$ cat src/rtl/atn_irq_mask_pkg.sv
package atn_irq_mask_pkg;
   localparam int unsigned EN_BIT   = 0;
   localparam int unsigned PEND_BIT = 1;
   localparam int unsigned MASK_W   = 2;

   typedef struct packed {
      logic pend;
      logic en;
   } mask_st_t;

   localparam mask_st_t MASK_CLEAR = '{pend: 1'b0, en: 1'b0};
endpackage

$ cat src/rtl/atn_irq_mask_wr.sv
module atn_irq_mask_wr
   import atn_irq_mask_pkg::*;
(
   input  mask_st_t          st_i,
   input  logic              wr_en,
   input  logic [MASK_W-1:0] wr_bits,
   input  logic              b2h_atn,
   input  logic              sms_atn,
   output mask_st_t          st_o
);
   logic new_en;
   logic any_atn;

   assign new_en  = wr_bits[EN_BIT];
   assign any_atn = b2h_atn | sms_atn;

   always_comb begin
      st_o = st_i;
      if (wr_en) begin
         if (new_en != st_i.en) begin
            if (new_en) begin
               // rising enable: raise at once if anything is waiting
               if (any_atn) st_o.pend = 1'b1;
               st_o.en = 1'b1;
            end else begin
               st_o.pend = 1'b0;
               st_o.en   = 1'b0;
            end
         end
         // acknowledge after enable handling
         if (wr_bits[PEND_BIT] && st_o.pend) st_o.pend = 1'b0;
      end
   end
endmodule

$ cat src/rtl/atn_irq_mask_evt.sv
module atn_irq_mask_evt
   import atn_irq_mask_pkg::*;
#(
   parameter bit LINE_USED = 1'b1
) (
   input  mask_st_t st_i,
   input  logic     rsp_ready,
   input  logic     sms_req,
   input  logic     sms_val,
   input  logic     sms_irq,
   input  logic     sms_atn,
   input  logic     b2h_atn,
   input  logic     glob_en,
   output mask_st_t st_o
);
   logic can_raise;
   logic sms_change;

   assign can_raise  = LINE_USED && glob_en && st_i.en;
   assign sms_change = sms_req && (sms_val != sms_atn);

   always_comb begin
      st_o = st_i;
      if (rsp_ready && can_raise && !st_i.pend) st_o.pend = 1'b1;
      if (sms_change) begin
         if (sms_val) begin
            if (sms_irq && can_raise && !b2h_atn) st_o.pend = 1'b1;
         end else begin
            if (!b2h_atn) st_o.pend = 1'b0;
         end
      end
   end
endmodule

$ cat src/rtl/atn_irq_mask_out.sv
module atn_irq_mask_out
   import atn_irq_mask_pkg::*;
#(
   parameter int unsigned DATA_W    = 8,
   parameter bit          LINE_USED = 1'b1
) (
   input  mask_st_t          st_i,
   output logic              irq,
   output logic [DATA_W-1:0] rd_data
);
   localparam int unsigned PAD_W = DATA_W - MASK_W;

   always_comb begin
      rd_data           = '0;
      rd_data[EN_BIT]   = st_i.en;
      rd_data[PEND_BIT] = st_i.pend;
   end

   generate
      if (LINE_USED) begin : g_line
         assign irq = st_i.pend;
      end else begin : g_noline
         assign irq = 1'b0;
      end
      if (PAD_W > 64) begin : g_wide
         $error("atn_irq_mask_out: DATA_W unreasonably wide");
      end
   endgenerate
endmodule

$ cat src/rtl/atn_irq_mask.sv
module atn_irq_mask
   import atn_irq_mask_pkg::*;
#(
   parameter int unsigned DATA_W    = 8,
   parameter bit          LINE_USED = 1'b1
) (
   input  logic              clk,
   input  logic              rst_n,
   input  logic              wr_en,
   input  logic [DATA_W-1:0] wr_data,
   input  logic              b2h_atn,
   input  logic              sms_atn,
   input  logic              rsp_ready,
   input  logic              sms_req,
   input  logic              sms_val,
   input  logic              sms_irq,
   input  logic              glob_en,
   input  logic              rst_evt,
   input  logic              rst_cold,
   output logic              irq,
   output logic [DATA_W-1:0] rd_data
);
   generate
      if (DATA_W < MASK_W) begin : g_bad_w
         $error("atn_irq_mask: DATA_W must hold the two mask bits");
      end
   endgenerate

   mask_st_t st_q, st_wr, st_nx;
   logic     cold_hit;
   logic     unused_hi_bits;

   assign unused_hi_bits = ^wr_data[DATA_W-1:MASK_W];
   assign cold_hit       = rst_evt && rst_cold;

   atn_irq_mask_wr u_wr (
      .st_i    (st_q),
      .wr_en   (wr_en),
      .wr_bits (wr_data[MASK_W-1:0]),
      .b2h_atn (b2h_atn),
      .sms_atn (sms_atn),
      .st_o    (st_wr)
   );

   atn_irq_mask_evt #(.LINE_USED(LINE_USED)) u_evt (
      .st_i      (st_wr),
      .rsp_ready (rsp_ready),
      .sms_req   (sms_req),
      .sms_val   (sms_val),
      .sms_irq   (sms_irq),
      .sms_atn   (sms_atn),
      .b2h_atn   (b2h_atn),
      .glob_en   (glob_en),
      .st_o      (st_nx)
   );

   always_ff @(posedge clk) begin
      if (!rst_n || cold_hit) st_q <= MASK_CLEAR;
      else                    st_q <= st_nx;
   end

   atn_irq_mask_out #(.DATA_W(DATA_W), .LINE_USED(LINE_USED)) u_out (
      .st_i    (st_q),
      .irq     (irq),
      .rd_data (rd_data)
   );
endmodule

$ cat config.mk
export PLATFORM = sky130hd
export DESIGN_NAME = atn_irq_mask
export DESIGN_NICKNAME = d
export VERILOG_FILES = /design/src/rtl/atn_irq_mask_pkg.sv /design/src/rtl/atn_irq_mask_wr.sv /design/src/rtl/atn_irq_mask_evt.sv /design/src/rtl/atn_irq_mask_out.sv /design/src/rtl/atn_irq_mask.sv
export SDC_FILE = /design/constraint.sdc
export NUM_CORES = 1
export LEC_CHECK = 0
export CAP_MARGIN = 20
export CORE_AREA = 2 2 39 41
export CTS_CLUSTER_DIAMETER = 100
export DETAILED_ROUTE_END_ITERATION = 6
export DIE_AREA = 0 0 41 43
export PLACE_DENSITY = 0.65
export SYNTH_ARGS = -nofsm -noshare
export SYNTH_HDL_FRONTEND = slang
export SYNTH_HIERARCHICAL = 1
export SYNTH_SLANG_ARGS = --single-unit
$ cat constraint.sdc
create_clock -name clk -period 1.77 [get_ports clk]
set_input_delay 0.354 -clock clk [delete_from_list [all_inputs] [get_ports clk]]
set_output_delay 0.354 -clock clk [all_outputs]
set_load 0.01 [all_outputs]
==> results.yml, run 1 <==
outcome:
  status: "finished clean"
worst_hold_path:
  worstHoldEndpoint: "st_q[0]$_SDFF_PP0_"
  worstHoldStart: "st_q[0]$_SDFF_PP0_"
  holdCritPathClass: "reg2reg"
  worstHoldPathCells: 2
power:
  power.internal_uw: 164
  ir_drop_mv: 0.139
  p_clk_share_pct: 45.5
  p_seq_share_pct: 23.4
  switching_share_pct: 22.0
  leakage_nw: 0.161
  power_density_nw_per_um2: 553
  power_switching_uw: 46.5
  combPwrFrac_pct: 31.0
  fin_total_pwr_uw: 211
routing:
  via_per_inst: 3.70
  first_iter_violations: 1
  drt-wirelength-per-cell_um: 7.58
  postRouteAntennaNets: 0
  drc_errors: 0
  drt_wl_total_um: 455
  dr.pass1.iters: 2
  vias: 222
global_routing:
  antenna_found_initial: 0
  grt-ovfl-total: 0
  grt_max_degree: 5
  grt_pass1_vias: 188
  grt_first_pass_wirelength_um: 627
  grt_use_total_pct: 5.71
setup_path:
  r2r_slack_ns: 0.44
  path_class: "in2reg"
  r2r-end: "st_q[1]$_SDFF_PP0_"
  critical_path.max_stage_delay_ns: 0.50
  r2r-start: "st_q[1]$_SDFF_PP0_"
  critPathLaunchType: "input port"
  cp_top_family: "compound AO/OA/AOI/OAI gates"
  cp_max_fo: 3
  r2r_cells: 6
  cp-end-kind: "register"
  cp_data_arrival_time_ns: 1.83
  slowest_stage: "clkdlybuf4s50_1"
  crit_chain: "clkdlybuf4s50_1 -> o211ai_1 -> a221o_1 -> o21ai_2 -> o22ai_1 -> a22oi_1 -> and3_1"
  critPathBufInv: 1
  crit_required_ns: 1.93
clock_tree:
  cts_num_sinks: 2
  cts_buffer_depth: 2
  htree_levels: 1
  cts-root-buf: "clkbuf_4"
  postCtsSetupBuffers: 0
  clk_pin_slew_ns: 0.03
  tritoncts: "built"
  numCtsBuffers: 3
  insertion_delay_ns: 0.22
logic_synthesis:
  syn_avg_cell_area_um2: 7.72
  seq_area_frac_synth_pct: 17.9
  yosys_register_bits: 2
  synth_top_family_by_area: "buffers and inverters"
  syn_inst: 29
  yosys.area_share.simple_pct: 21.2
  synth_compound_area_share_pct: 19.0
  synth_xor_area_share_pct: 0
  synthMuxAreaShare_pct: 5.03
  yosysUniqueCellTypes: 15
  synth-adder-area-share_pct: 0
  syn-cell-area_um2: 224
  ys_warn_count: 6
finish:
  drive_gt1_share_pct: 15.9
  diodes: 0
  regMostFlops: "st_q"
  final.fill_count: 155
  area_growth_pct: 70.4
  final_nets: 66
  largest_reg_flops: 2
  reg_top3: "st_q x2"
place:
  port_buffers: 16
  gp_congestion: 0.533
  pre_cts_slack_ns: -0.201
floorplan:
  core_area_um2: 1380
  die_x_um: 41
  ios: 29
  dieHeight_um: 43
  dieArea_um2: 1760
  rows: 14
  initial_core_util_pct: 16.2
sta:
  fmax_ghz: 0.599
  finalSetupViolations: 0
  setup_tns_ns: 0
  period_minus_slack_ns: 1.67
  layout_setup_ws_ns: 0.101
  drv_slew: 0
  fin_crit_sh_pct: 94.3
  clock_skew_ns: 0.000121
  rsz0062_at_grt: "false"
  hold_violations: 0
flow_run:
  cap_viol_max_count: 0
==> worst max-delay path by stage <==
stage	start	end	slack (ns)	cells after the start
after floorplan	sms_atn	st_q[1]$_SDFF_PP0_	0.44	6
after global placement	wr_data[0]	st_q[1]$_SDFF_PP0_	-0.18	7
after detailed placement	wr_data[0]	st_q[1]$_SDFF_PP0_	-0.20	7
after CTS	wr_data[0]	st_q[1]$_SDFF_PP0_	0.02	7
after global routing	wr_data[0]	st_q[1]$_SDFF_PP0_	0.03	7
final	wr_data[0]	st_q[1]$_SDFF_PP0_	0.10	7
==> through the flow <==
step / area, um^2 / hold slack [ns] / utilization (%) / instances
2_1_floorplan: 243 / 0.507 / - / 34
4_1_cts: 378 / 0.680 / 27.3 / 60
5_1_grt: 382 / 0.698 / 27.6 / 60
6_report: 382 / 0.674 / 27.6 / 60
3_5_place_dp: 355 / 0.674 / 25.7 / 57
3_3_place_gp: 355 / 0.676 / 25.7 / 57
==> worst reg2reg max path, stage by stage (launching register included) <==
cell,delay (ns)
dfxtp_1,0.35
inv_1,0.08
a221o_1,0.33
o21ai_2,0.07
o22ai_1,0.09
a22oi_1,0.19
and3_1,0.16
==> synthesized netlist by cell type <==
library cell | n | share of area [%]
o211ai_1 | 1 | 3.4
nand2_1 | 4 | 6.7
a31oi_1 | 1 | 2.8
a22oi_1 | 1 | 3.4
o21ai_0 | 1 | 2.2
or3_1 | 1 | 2.8
nand2b_4 | 1 | 6.1
o22ai_1 | 1 | 2.8
conb_1 | 1 | 1.7
and3_1 | 2 | 5.6
dfxtp_1 | 2 | 18
a221o_1 | 1 | 4.5
inv_1 | 1 | 1.7
buf_4 | 10 | 34
mux2_2 | 1 | 5.0
==> cells in the final DEF, fill, tap and decap left out <==
master / synthesis / final
a221o_1: 1 / 1
dfxtp_1: 2 / 2
or3_1: 1 / 1
and3_1: 2 / 2
inv_1: 1 / 1
clkdlybuf4s50_1: 0 / 16
nand2_1: 4 / 4
o22ai_1: 1 / 1
nand2b_4: 1 / 1
conb_1: 1 / 6
a22oi_1: 1 / 1
clkbuf_4: 0 / 3
o211ai_1: 1 / 1
mux2_2: 1 / 1
o21ai_2: 0 / 1
buf_4: 10 / 1
a31oi_1: 1 / 1
==> metal layers <==
layer | vias up | routed length, um | global-route usage [%]
met5 | - | 0 | 0
met4 | 0 | 0 | 4.00
met3 | 0 | 40 | 4.71
met2 | 11 | 249 | 9.06
met1 | 94 | 165 | 4.14
li1 | 117 | - | -
==> power groups by stage <==
stage | clock network, mW | logic, mW | registers (mW)
after floorplan | 0 | 0.0389 | 0.0497
after global placement | 0 | 0.0637 | 0.0500
after detailed placement | 0 | 0.0641 | 0.0501
after CTS | 0.102 | 0.0645 | 0.0495
after global routing | 0.111 | 0.0715 | 0.0498
final | 0.0961 | 0.0654 | 0.0494
==> what timing repair did <==
action / in CTS / in global routing
gates resized for setup: 0 / 2
hold buffers: 0 / 0
setup endpoints to repair: 0 / 1
==> area by class of cell <==
type / count / area [um^2] / share of cell area [%]
multi-input cells: 21 / 128 / 33.4
inverters: 1 / 3.75 / 0.984
clock buffers: 3 / 22.5 / 5.90
flip-flops and latches: 2 / 40.0 / 10.5
repair buffers: 17 / 168 / 43.9
well taps: 16 / 20.0 / 5.25
==> kinds of logic (layout without fill, tap and decap cells) <==
family / Yosys count / count (layout)
flops: 2 / 2
simple gates: 8 / 8
mux: 1 / 1
compound gates: 6 / 6
buf+inv: 11 / 21
other cells: 1 / 6
No activity file was read; power rests on OpenSTA's default activity.
==> run 2: changes to the inputs <==
Settings changed: SLEW_MARGIN set to 20.
==> results of run 2 <==
Final layout, timing and power as in run 1 (identical DEF).
==> run 3: changes to the inputs <==
Settings changed: CAP_MARGIN 20 to unset.
==> results of run 3 <==
Final layout, timing and power as in run 1 (identical DEF).
